<file path="src/rtl/mpf_pkg.sv">
package mpf_pkg;
    typedef enum logic [1:0] {
        FR_OUTSIDE = 2'd0,
        FR_OPEN    = 2'd1,
        FR_INSIDE  = 2'd2
    } frame_st_t;

    typedef enum logic [1:0] {
        MD_ALL        = 2'b00,
        MD_ADDR_ONLY  = 2'b01,
        MD_MATCH      = 2'b10,
        MD_MATCH_DATA = 2'b11
    } mp_mode_t;

    typedef struct packed {
        logic fire;
        logic is_addr;
        logic is_new;
    } verdict_t;
endpackage

</file>
<file path="src/rtl/mpf_cfg_watch.sv">
module mpf_cfg_watch #(
    parameter int MODE_W = 2
) (
    input  logic              clk,
    input  logic              rst_n,
    input  logic              mp_en,
    input  logic [MODE_W-1:0] mp_mode,
    output logic              restart
);
    localparam int CFG_W = MODE_W + 1;

    logic [CFG_W-1:0] cfg_now;
    logic [CFG_W-1:0] cfg_q;

    assign cfg_now = {mp_en, mp_mode};

    always_ff @(posedge clk or negedge rst_n) begin
        if (!rst_n) cfg_q <= '0;
        else        cfg_q <= cfg_now;
    end

    // a change that lands in a compare policy forces a fresh search
    assign restart = (cfg_now != cfg_q) && mp_en && mp_mode[MODE_W-1];
endmodule

</file>
<file path="src/rtl/mpf_addr_cmp.sv">
module mpf_addr_cmp #(
    parameter int DATA_W = 8
) (
    input  logic [DATA_W-1:0] rx_byte,
    input  logic [DATA_W-1:0] own_addr,
    output logic              hit
);
    logic [DATA_W-1:0] diff;

    genvar g;
    generate
        for (g = 0; g < DATA_W; g++) begin : g_bit
            assign diff[g] = rx_byte[g] ^ own_addr[g];
        end
    endgenerate

    assign hit = ~|diff;
endmodule

</file>
<file path="src/rtl/mpf_frame_fsm.sv">
module mpf_frame_fsm
    import mpf_pkg::*;
(
    input  logic      clk,
    input  logic      rst_n,
    input  logic      restart,
    input  logic      cmp_mode,
    input  logic      rx_valid,
    input  logic      rx_is_addr,
    input  logic      rx_frame_err,
    input  logic      addr_hit,
    output frame_st_t cur_st
);
    frame_st_t st_q;
    frame_st_t nxt;

    // RESTART overrides the stored state in the cycle it occurs
    assign cur_st = restart ? FR_OUTSIDE : st_q;

    always_comb begin
        nxt = cur_st;
        if (cmp_mode && rx_valid) begin
            if (rx_is_addr) begin
                nxt = addr_hit ? FR_OPEN : FR_OUTSIDE;    // ADDR_HIT / ADDR_MISS
            end else if (!rx_frame_err) begin
                unique case (cur_st)
                    FR_OPEN:    nxt = FR_INSIDE;          // FIRST_DATA
                    FR_INSIDE:  nxt = FR_INSIDE;
                    FR_OUTSIDE: nxt = FR_OUTSIDE;
                    default:    nxt = FR_OUTSIDE;
                endcase
            end
        end
    end

    always_ff @(posedge clk or negedge rst_n) begin
        if (!rst_n) st_q <= FR_OUTSIDE;
        else        st_q <= nxt;
    end
endmodule

</file>
<file path="src/rtl/mpf_policy.sv">
module mpf_policy
    import mpf_pkg::*;
(
    input  logic      mp_en,
    input  mp_mode_t  mode,
    input  logic      rx_valid,
    input  logic      rx_is_addr,
    input  logic      rx_frame_err,
    input  logic      addr_hit,
    input  frame_st_t cur_st,
    output verdict_t  vd
);
    logic data_ok;
    logic in_frame;

    assign data_ok  = !rx_is_addr && !rx_frame_err;
    assign in_frame = (cur_st == FR_OPEN) || (cur_st == FR_INSIDE);

    always_comb begin
        vd = '0;
        if (rx_valid) begin
            if (!mp_en) begin
                vd.fire = 1'b1;
            end else begin
                unique case (mode)
                    MD_ALL: begin
                        vd.fire    = 1'b1;
                        vd.is_addr = rx_is_addr;
                    end
                    MD_ADDR_ONLY: begin
                        vd.fire    = rx_is_addr;
                        vd.is_addr = rx_is_addr;
                    end
                    MD_MATCH: begin
                        if (rx_is_addr) begin
                            vd.fire    = addr_hit;
                            vd.is_addr = addr_hit;
                        end else begin
                            vd.fire   = data_ok && in_frame;
                            vd.is_new = data_ok && (cur_st == FR_OPEN);
                        end
                    end
                    MD_MATCH_DATA: begin
                        vd.fire   = data_ok && in_frame;
                        vd.is_new = data_ok && (cur_st == FR_OPEN);
                    end
                    default: vd = '0;
                endcase
            end
        end
    end
endmodule

</file>
<file path="src/rtl/mpf_out_stage.sv">
module mpf_out_stage
    import mpf_pkg::*;
#(
    parameter int DATA_W = 8
) (
    input  logic              clk,
    input  logic              rst_n,
    input  verdict_t          vd,
    input  logic [DATA_W-1:0] rx_data,
    output logic              irq,
    output logic [DATA_W-1:0] irq_data,
    output logic              flag_addr,
    output logic              flag_newfrm
);
    always_ff @(posedge clk or negedge rst_n) begin
        if (!rst_n) begin
            irq         <= 1'b0;
            irq_data    <= '0;
            flag_addr   <= 1'b0;
            flag_newfrm <= 1'b0;
        end else begin
            irq         <= vd.fire;
            flag_addr   <= vd.fire && vd.is_addr;
            flag_newfrm <= vd.fire && vd.is_new;
            if (vd.fire) irq_data <= rx_data;
        end
    end
endmodule

</file>
<file path="src/rtl/mp_rx_filter.sv">
module mp_rx_filter
    import mpf_pkg::*;
#(
    parameter int DATA_W = 8
) (
    input  logic              clk,
    input  logic              rst_n,
    input  logic              mp_en,
    input  logic [1:0]        mp_mode,
    input  logic [DATA_W-1:0] node_addr,
    input  logic              rx_valid,
    input  logic [DATA_W-1:0] rx_data,
    input  logic              rx_is_addr,
    input  logic              rx_frame_err,
    output logic              irq,
    output logic [DATA_W-1:0] irq_data,
    output logic              flag_addr,
    output logic              flag_newfrm
);
    localparam int MODE_W = 2;

    logic      restart;
    logic      addr_hit;
    logic      cmp_mode;
    frame_st_t cur_st;
    verdict_t  vd;
    mp_mode_t  mode_e;

    assign mode_e   = mp_mode_t'(mp_mode);
    assign cmp_mode = mp_en && mp_mode[MODE_W-1];

    mpf_cfg_watch #(.MODE_W(MODE_W)) u_watch (
        .clk(clk), .rst_n(rst_n), .mp_en(mp_en), .mp_mode(mp_mode),
        .restart(restart)
    );

    mpf_addr_cmp #(.DATA_W(DATA_W)) u_cmp (
        .rx_byte(rx_data), .own_addr(node_addr), .hit(addr_hit)
    );

    mpf_frame_fsm u_fsm (
        .clk(clk), .rst_n(rst_n), .restart(restart), .cmp_mode(cmp_mode),
        .rx_valid(rx_valid), .rx_is_addr(rx_is_addr),
        .rx_frame_err(rx_frame_err), .addr_hit(addr_hit), .cur_st(cur_st)
    );

    mpf_policy u_pol (
        .mp_en(mp_en), .mode(mode_e), .rx_valid(rx_valid),
        .rx_is_addr(rx_is_addr), .rx_frame_err(rx_frame_err),
        .addr_hit(addr_hit), .cur_st(cur_st), .vd(vd)
    );

    mpf_out_stage #(.DATA_W(DATA_W)) u_out (
        .clk(clk), .rst_n(rst_n), .vd(vd), .rx_data(rx_data),
        .irq(irq), .irq_data(irq_data), .flag_addr(flag_addr),
        .flag_newfrm(flag_newfrm)
    );
endmodule

</file>
<file path="config.mk">
export PLATFORM = sky130hd
export DESIGN_NAME = mp_rx_filter
export DESIGN_NICKNAME = d
export VERILOG_FILES = /design/src/rtl/mpf_pkg.sv /design/src/rtl/mpf_cfg_watch.sv /design/src/rtl/mpf_addr_cmp.sv /design/src/rtl/mpf_frame_fsm.sv /design/src/rtl/mpf_policy.sv /design/src/rtl/mpf_out_stage.sv /design/src/rtl/mp_rx_filter.sv
export SDC_FILE = /design/constraint.sdc
export NUM_CORES = 1
export LEC_CHECK = 0
export BUFFER_PORTS_ARGS = -buffer_cell sky130_fd_sc_hd__buf_2
export CORE_MARGIN = 2
export CORE_UTILIZATION = 42
export DETAILED_ROUTE_END_ITERATION = 10
export PLACE_DENSITY = 0.79
export SYNTH_ARGS = -nofsm -noshare
export SYNTH_HDL_FRONTEND = slang
export SYNTH_SLANG_ARGS = --single-unit
</file>
<file path="constraint.sdc">
create_clock -name clk -period 1.8 [get_ports clk]
set_input_delay 0.09 -clock clk [delete_from_list [all_inputs] [get_ports clk]]
set_output_delay 0.09 -clock clk [all_outputs]
set_load 0.01 [all_outputs]
</file>
; Yosys cells after proc, flatten, opt, wreduce, memory -nomap -nowiden
; Index checks and enable logic that the tools add are counted.
[op_classes]
n_lt_le_gt_ge = 0
reduce_logical = 17
bitwise = 8
div_mod_pow = 0
n_mul = 0
mux = 15
n_addsub = 0
n_eq_ne = 6
n_shift = 0
[op_table]
columns = op, n
row1 = $mux W2, 6
row2 = $logic_and A1 B1 Y1, 9
row3 = $reduce_or A8 Y1, 1
row4 = $xor A1 B1 Y1, 8
row5 = $eq A2 B2 Y1 const B, 3
row6 = $mux W1, 5
row7 = $eq A2 B1 Y1 const B, 2
row8 = $pmux W1 S2, 2
row9 = $pmux W1 S4, 1
row10 = $reduce_or A2 Y1, 2
row11 = $logic_not A1 Y1, 3
row12 = $mux W3, 1
row13 = $ne A3 B3 Y1, 1
row14 = $logic_not A2 Y1, 1
row15 = $logic_or A1 B1 Y1, 1
[word_totals]
ramBits = 0
register_bits = 16
mem_bits_ro = 0
inputBits = 24
memories = 0
out_inout_bits = 11
elab_cells = 52
latch_bits = 0

; Logic depth before layout (Yosys ltp)
; Gate-level depths: netlist (run 1).
[logic_depth]
ltp_word = 12
mapped_depth = 9
depth_no_buf = 8

; By module
; From an unflattened synthesis (run 1), not the netlist that was laid out.
[hier_totals]
hier_cells = 66
hier_area_um2 = 808.3
[modules_own_cells]
columns = module, cells_each, instances, seq_area_each_um2, area_each_um2
row1 = mpf_out_stage, 22, 1, 275.3, 421.7
row2 = mpf_frame_fsm, 14, 1, 50.0, 117.6
row3 = mpf_cfg_watch, 6, 1, 75.1, 93.8
row4 = mpf_addr_cmp, 11, 1, 0.0, 86.3
row5 = mpf_policy, 12, 1, 0.0, 82.6
row6 = mp_rx_filter, 1, 1, 0.0, 6.3

; Worst setup path before layout (run 1)
; OpenSTA, ideal clock, no wires.
[synth_timing]
kind = reg-to-reg
start = register u_watch.cfg_q[0]
end = register u_out.irq_data[0]
setup_ps = 138
stages_incl_launch_ff = 10
t_required_ps = 1662
n_path_buf = 1
arrival_time_ps = 1758
slack_ps = -96
period_less_slack_ps = 1896
path_cell_list = dfrtp_1 xor2_1 o211ai_1 and2_1 ha_1 o31ai_1 a21boi_2 nor2b_1 buf_6 o22ai_1
[synth_between]
elab_chain_cells = 11
word_cells_on_any_way = 12
cone_classes = eq/ne (3) / mux (5) / reduce/logical (4)
[synth_lines]
columns = item, line
row1 = start: declaration, mpf_cfg_watch.sv:13  ; logic [CFG_W-1:0] cfg_q;
row2 = start signal: assignment, mpf_cfg_watch.sv:19  ; else cfg_q <= cfg_now;
row3 = $ne A3 B3 Y1 *, mpf_cfg_watch.sv:23  ; assign restart = (cfg_now != cfg_q) && mp_en && mp_mode[MODE_W-1];
row4 = $logic_and A1 B1 Y1 * (2 in series), mpf_cfg_watch.sv:23
row5 = $mux W2 *, mpf_frame_fsm.sv:18  ; assign cur_st = restart ? FR_OUTSIDE : st_q;
row6 = $eq A2 B1 Y1 / $eq A2 B2 Y1 (equally long branches), mpf_policy.sv:17  ; assign in_frame = (cur_st == FR_OPEN) || (cur_st == FR_INSIDE);
row7 = $logic_or A1 B1 Y1 *, mpf_policy.sv:17
row8 = $logic_and A1 B1 Y1 *, "mpf_policy.sv:39, mpf_policy.sv:44"
row9 = $mux W1, mpf_policy.sv:35  ; if (rx_is_addr) begin
row10 = $pmux W1 S4 *, mpf_policy.sv:25  ; unique case (mode)
row11 = $mux W1 *, mpf_policy.sv:22  ; if (!mp_en) begin
row12 = $mux W3 *, mpf_policy.sv:21  ; if (rx_valid) begin
row13 = end signal: assignment, mpf_out_stage.sv:25  ; if (vd.fire) irq_data <= rx_data;
row14 = end: declaration, mpf_out_stage.sv:11  ; output logic [DATA_W-1:0] irq_data,
; Every way passes the cells marked *; elsewhere a longest branch is shown, timed or not.
; A chain may end at the register's enable or synchronous reset.

==> flow_summary.ini, run 1 <==
[outcome]
outcome = finished, violations left
failed_checks = negative setup slack

[logic_synthesis]
syn_area_per_cell_um2 = 10.4
synth.area.top_cells = dfrtp_1 46%, o41ai_1 9.1%, xnor2_1 8.1%, o22ai_1 5.8%, nand2_1 5.7%
synth_largest_area_cell = dfrtp_1
ys_seq_elements = 16
synth_cell_type_count = 27
yosysSeqAreaShare_pct = 46.4
async_reset_ff_share_pct = 100
syn_inst = 83
synth_edf_count = 0
ys.warnings.count = 0
synth_area_um2 = 863
syn_nets = 108
synth.top_cell.area_share_pct = 46.4
synth_ff_type = dfrtp_1

[floorplanning]
num_rows = 16
initial_core_util_pct = 44.5
die_area_um2 = 2430
die_w_um = 49.3
coreArea_um2 = 1940
fp.dieH_um = 49.3
io_pins = 35

[global_route]
grt_use_total_pct = 19.7
grt_pass1_vias = 874
grt_max_degree = 17
overflow = 0
antenna_found_initial = 0
grt_first_pass_wirelength_um = 3710

[timing]
finalWorstSetupSlack_ns = -0.210
setup-violations-final = 10
fin_crit_ns = 2.01
relSlewSlack_pct = 74.6
hold_viol_final = 0
rsz0062_at_grt = true
fin_tns_setup_ns = -1.93
hold_ws_ns = 0.0396
maxSlewViolCount = 0
fmax_mhz = 498
tightest_slew_ns = 0.376
clock_skew_ns = 0.00178
period_share_pct = 112

[cells_and_area]
layout-drive-gt1-share_pct = 45.8
design_area_um2 = 1250
regArea_um2 = 400
multi_input_area_um2 = 487
n_fill_cell = 180
layout_common_cells = 34 x buf_2, 16 x dfrtp_1, 13 x nand2_1
syn_to_final_growth_pct = 44.6
final_cell_count_no_fill = 158
final_common_cell = buf_2
final_net_count = 157
antennaDiodeCount = 0

[clock_tree]
clock-sinks = 16
numCtsBuffers = 3
cts_tree = built
clockBufferDepth = 2
clk_pin_slew_worst_paths_ns = 0.09
root_buffer = clkbuf_4
htree_levels = 1
clk_latency_ns = 0.29

[setup_path]
required_ns = 1.98
worstPathMaxFanout = 6
arrival_ns = 2.19
critPathCaptureType = register
critPathKind = reg -> reg
start_kind = register

[route]
wl_um = 2190
vias_per_cell = 5.47
drtAntennaViolNets = 0
drc = 0
avgRoutedWirePerCell_um = 13.8
vias = 864
firstDrtPassIters = 4
first_iter_violations = 22

[min_path]
hold_path_class = in -> reg

[placement]
place_ws_ns = -0.214
dpl_cell_area_um2 = 1100
globalplace.congestion = 0.826
dp.cells = 146
io_buffers = 34
dp.final_hpwl_um = 1550

[pwr]
p_sw_share_pct = 28.4
combinationalPowerShare_pct = 26.0
p_clk_share_pct = 27.7
power.switching_mw = 0.246
ir_worst_vdd_v = 0.000463
powerDensity_nw_per_um2 = 693
sequentialPowerShare_pct = 46.4
p_int_mw = 0.619
power_leakage_nw = 0.565

[flow_run]
maxCapViolCount = 0
## power by group through the flow
stage               clock network, mW  logic, mW  registers [mW]
floorplan                           0     0.0912           0.419
global placement                    0      0.194           0.407
detailed placement                  0      0.199           0.407
CTS                             0.246      0.218           0.401
global route                    0.263      0.244           0.405
finish                          0.239      0.225           0.401
## synthesized netlist by cell type, types with 2 or more instances
cell,number
dfrtp_1,16
nand2_1,13
o41ai_1,9
o22ai_1,8
xnor2_1,8
o211ai_1,3
buf_2,2
clkbuf_1,2
nand3_1,2
nor2b_1,2
o21a_1,2
## cells by family after synthesis
logic type | after synthesis | synth area share [%]
simple gates | 27 | 16.8
flops | 16 | 46.4
buf+inv | 5 | 3.33
xor+xnor | 9 | 9.13
fa+ha+maj | 1 | 1.45
compound gates | 25 | 22.9
## metrics by stage
stage / util [%] / power (mW)
after global placement: 56.4 / 0.601
after floorplan: - / 0.510
after CTS: 62.3 / 0.865
after detailed placement: 56.4 / 0.606
after global routing: 64.3 / 0.911
final: 64.3 / 0.865
## path summary, 6_finish.rpt
kind | start | end | slack, ns | depth (start not counted)
min | mp_mode[0] | u_watch.cfg_q[0]$_DFF_PN0_ | 0.04 | 2
min in group asynchronous | rst_n | u_fsm.st_q[0]$_DFF_PN0_ | 0.23 | 2
max | u_watch.cfg_q[0]$_DFF_PN0_ | u_out.irq$_DFF_PN0_ | -0.21 | 9
min reg2reg | u_out.irq_data[0]$_DFFE_PN0P_ | u_out.irq_data[0]$_DFFE_PN0P_ | 0.55 | 2
max reg2reg | u_watch.cfg_q[0]$_DFF_PN0_ | u_out.irq$_DFF_PN0_ | -0.21 | 9
max in group asynchronous | rst_n | u_fsm.st_q[1]$_DFF_PN0_ | 1.31 | 2
## state kept, by name (all words and copies together), names as in the netlist
name / cells
u_fsm.st_q: 2
u_out.flag_addr: 1
u_watch.cfg_q: 3
u_out.irq_data: 8
u_out.flag_newfrm: 1
u_out.irq: 1
## critical path, cell delays in order, from the launching register on
cell,delay (ns)
dfrtp_1,0.39
xor2_1,0.14
o211ai_1,0.29
nand2_1,0.15
ha_4,0.31
o31ai_4,0.05
a21boi_2,0.18
nor2b_2,0.07
buf_6,0.13
or2_1,0.19
## layout make-up
type	count	area share (%)
clock buffer	4	2.91
multi-input combinational	62	39.0
timing repair buffer	49	23.3
sequential	16	32.1
tap	27	2.71
## routing by layer
metal | wire length [um] | up-vias | global-route usage [%]
li1 | - | 415 | -
met1 | 952 | 410 | 23.7
met2 | 1060 | 34 | 34.0
met3 | 137 | 5 | 3.37
met4 | 36 | 0 | 8.57
met5 | 0 | - | 0
## timing repair
action / in CTS / in global routing
gates resized for setup: 2 / 6
pin swaps: 3 / 4
setup buffers: 6 / 0
hold buffers: 2 / 0
setup endpoints to repair: 10 / 11
endpoints found under the hold margin: 17 / 0
(Power assumes the default switching activity.)
==> run 2, diff against run 1 <==
- CELL_PAD_IN_SITES_DETAIL_PLACEMENT: not set -> 0
- CELL_PAD_IN_SITES_GLOBAL_PLACEMENT: not set -> 2
- CORE_UTILIZATION: 42 -> 27
- PLACE_DENSITY: 0.79 -> 0.81
- clock period: 1.8 -> 2.3 ns (I/O delays scaled with it)
==> flow_summary.ini, run 2 (synthesized netlist as in run 1, its figures left out) <==
[route]
firstDrtPassIters = 4
wl_um = 2310
vias_per_cell = 4.88
drtAntennaViolNets = 0
avgRoutedWirePerCell_um = 13.8
vias = 815
first_iter_violations = 11
drc = 0

[clock_tree]
htree_levels = 1
clk_latency_ns = 0.28
cts_tree = built
root_buffer = clkbuf_4
clockBufferDepth = 2
clk_pin_slew_worst_paths_ns = 0.10
numCtsBuffers = 3
clock-sinks = 16

[timing]
hold_viol_final = 0
fin_tns_setup_ns = 0
rsz0062_at_grt = false
period_share_pct = 95.8
clock_skew_ns = 0.00259
relSlewSlack_pct = 72.7
setup-violations-final = 0
tightest_slew_ns = 0.409
fin_crit_ns = 2.20
fmax_mhz = 454
maxSlewViolCount = 0
hold_ws_ns = 0.0377

[global_route]
grt_max_degree = 17
overflow = 0
antenna_found_initial = 0
grt_first_pass_wirelength_um = 3580
grt_pass1_vias = 778
grt_use_total_pct = 12.9

[setup_path]
r2r_start = u_watch.cfg_q[0]$_DFF_PN0_
arrival_ns = 2.36
start_kind = input port
reg2reg_depth = 9
critPathCaptureType = register
required_ns = 2.46
reg2reg_to = u_out.irq_data[6]$_DFFE_PN0P_
worstPathMaxFanout = 5
r2r_setup_slack_ns = 0.20
critPathKind = in -> reg

[cells_and_area]
layout-drive-gt1-share_pct = 39.8
n_fill_cell = 344
largest_register_ffs = 8
antennaDiodeCount = 0
regMostFlops = u_out.irq_data
layout_common_cells = 33 x buf_2, 16 x dfrtp_1, 13 x nand2_1
multi_input_area_um2 = 465
final_net_count = 149
design_area_um2 = 1200
final_common_cell = buf_2
regArea_um2 = 400
reg.largest.list = u_out.irq_data: 8 flops, u_watch.cfg_q: 3 flops, u_fsm.st_q: 2 flops
syn_to_final_growth_pct = 38.7

[placement]
io_buffers = 34
globalplace.congestion = 0.740
dpl_cell_area_um2 = 1080
dp.final_hpwl_um = 1700

[flow_run]
maxCapViolCount = 0

[floorplanning]
io_pins = 35
num_rows = 20
coreArea_um2 = 3050
die_area_um2 = 3670
fp.dieH_um = 60.5
die_w_um = 60.5
initial_core_util_pct = 28.3

[pwr]
combinationalPowerShare_pct = 24.2
power.switching_mw = 0.189
ir_worst_vdd_v = 0.000180
p_clk_share_pct = 28.4
total_power_mw = 0.662
p_sw_share_pct = 28.6
sequentialPowerShare_pct = 47.4
powerDensity_nw_per_um2 = 552
p_int_mw = 0.472
power_leakage_nw = 0.520

[min_path]
min-delay-start = mp_mode[1]
hold_path_class = in -> reg
holdPathEnd = u_watch.cfg_q[1]$_DFF_PN0_
hold_path_depth = 1

[outcome]
outcome = completed
## run 2: changes by cell type in the layout (fill, tap and decap cells not counted), sizes merged
cell / previous run / this run
buf: 47 / 38
dlygate4sd3: 2 / 3
## run 2: how the worst max path moves through the flow
| stage | from | to | slack [ns] | depth (start not counted) |
|---|---|---|---|---|
| floorplan | u_watch.cfg_q[0]$_DFF_PN0_ | u_out.irq_data[0]$_DFFE_PN0P_ | 0.40 | 9 |
| global placement | u_watch.cfg_q[0]$_DFF_PN0_ | u_out.irq_data[6]$_DFFE_PN0P_ | 0.30 | 9 |
| detailed placement | u_watch.cfg_q[0]$_DFF_PN0_ | u_out.irq_data[6]$_DFFE_PN0P_ | 0.21 | 9 |
| CTS | mp_mode[0] | u_out.irq_data[1]$_DFFE_PN0P_ | 0.06 | 11 |
| global route | mp_mode[0] | u_out.irq_data[1]$_DFFE_PN0P_ | 0.03 | 10 |
| finish | mp_mode[0] | u_out.irq_data[6]$_DFFE_PN0P_ | 0.1 | 10 |
## run 2: stage by stage
stage / instances / utilization [%] / worst slack (ns)
floorplan: 83 / - / 0.404
global placement: 159 / 35.5 / 0.304
detailed placement: 159 / 35.5 / 0.209
CTS: 166 / 37.6 / 0.0560
global route: 167 / 39.2 / 0.0253
finish: 167 / 39.2 / 0.0975
## run 2: cell type report
type,instances,share of cell area (%)
multi-input combinational,62,38.9
sequential,16,33.4
timing repair buffer,41,20.1
tap,44,4.60
clock buffer,4,3.03
## run 2: repair_timing
item | CTS | global route
endpoints found under the hold margin | 18 | 0
endpoints found under the setup margin | 0 | 10
hold buffers | 3 | 0
buffers inserted | 0 | 1
resized for setup | 0 | 9
## run 2: critical path: stages
cell and delay, ns:
dlygate4sd3_1 0.61, xor2_1 0.18, o211ai_1 0.30, and2_4 0.22
ha_4 0.21, o31ai_4 0.25, a21boi_2 0.10, nor2b_2 0.16
buf_6 0.14, o22ai_1 0.07
## run 2: per-layer routing
metal | part of all wire, % | GRT usage (%) | up-vias
met5 | 0 | 0 | -
li1 | - | - | 398
met4 | 0 | 3.73 | 0
met3 | 6.5 | 3.62 | 0
met2 | 43 | 19.4 | 31
met1 | 50 | 18.2 | 386
## run 2: power groups by stage
stage / sequential, mW / combinational [mW] / clock, mW
global route: 0.316 / 0.176 / 0.206
detailed placement: 0.319 / 0.150 / 0
global placement: 0.320 / 0.146 / 0
CTS: 0.314 / 0.154 / 0.196
finish: 0.313 / 0.160 / 0.188
floorplan: 0.328 / 0.0711 / 0
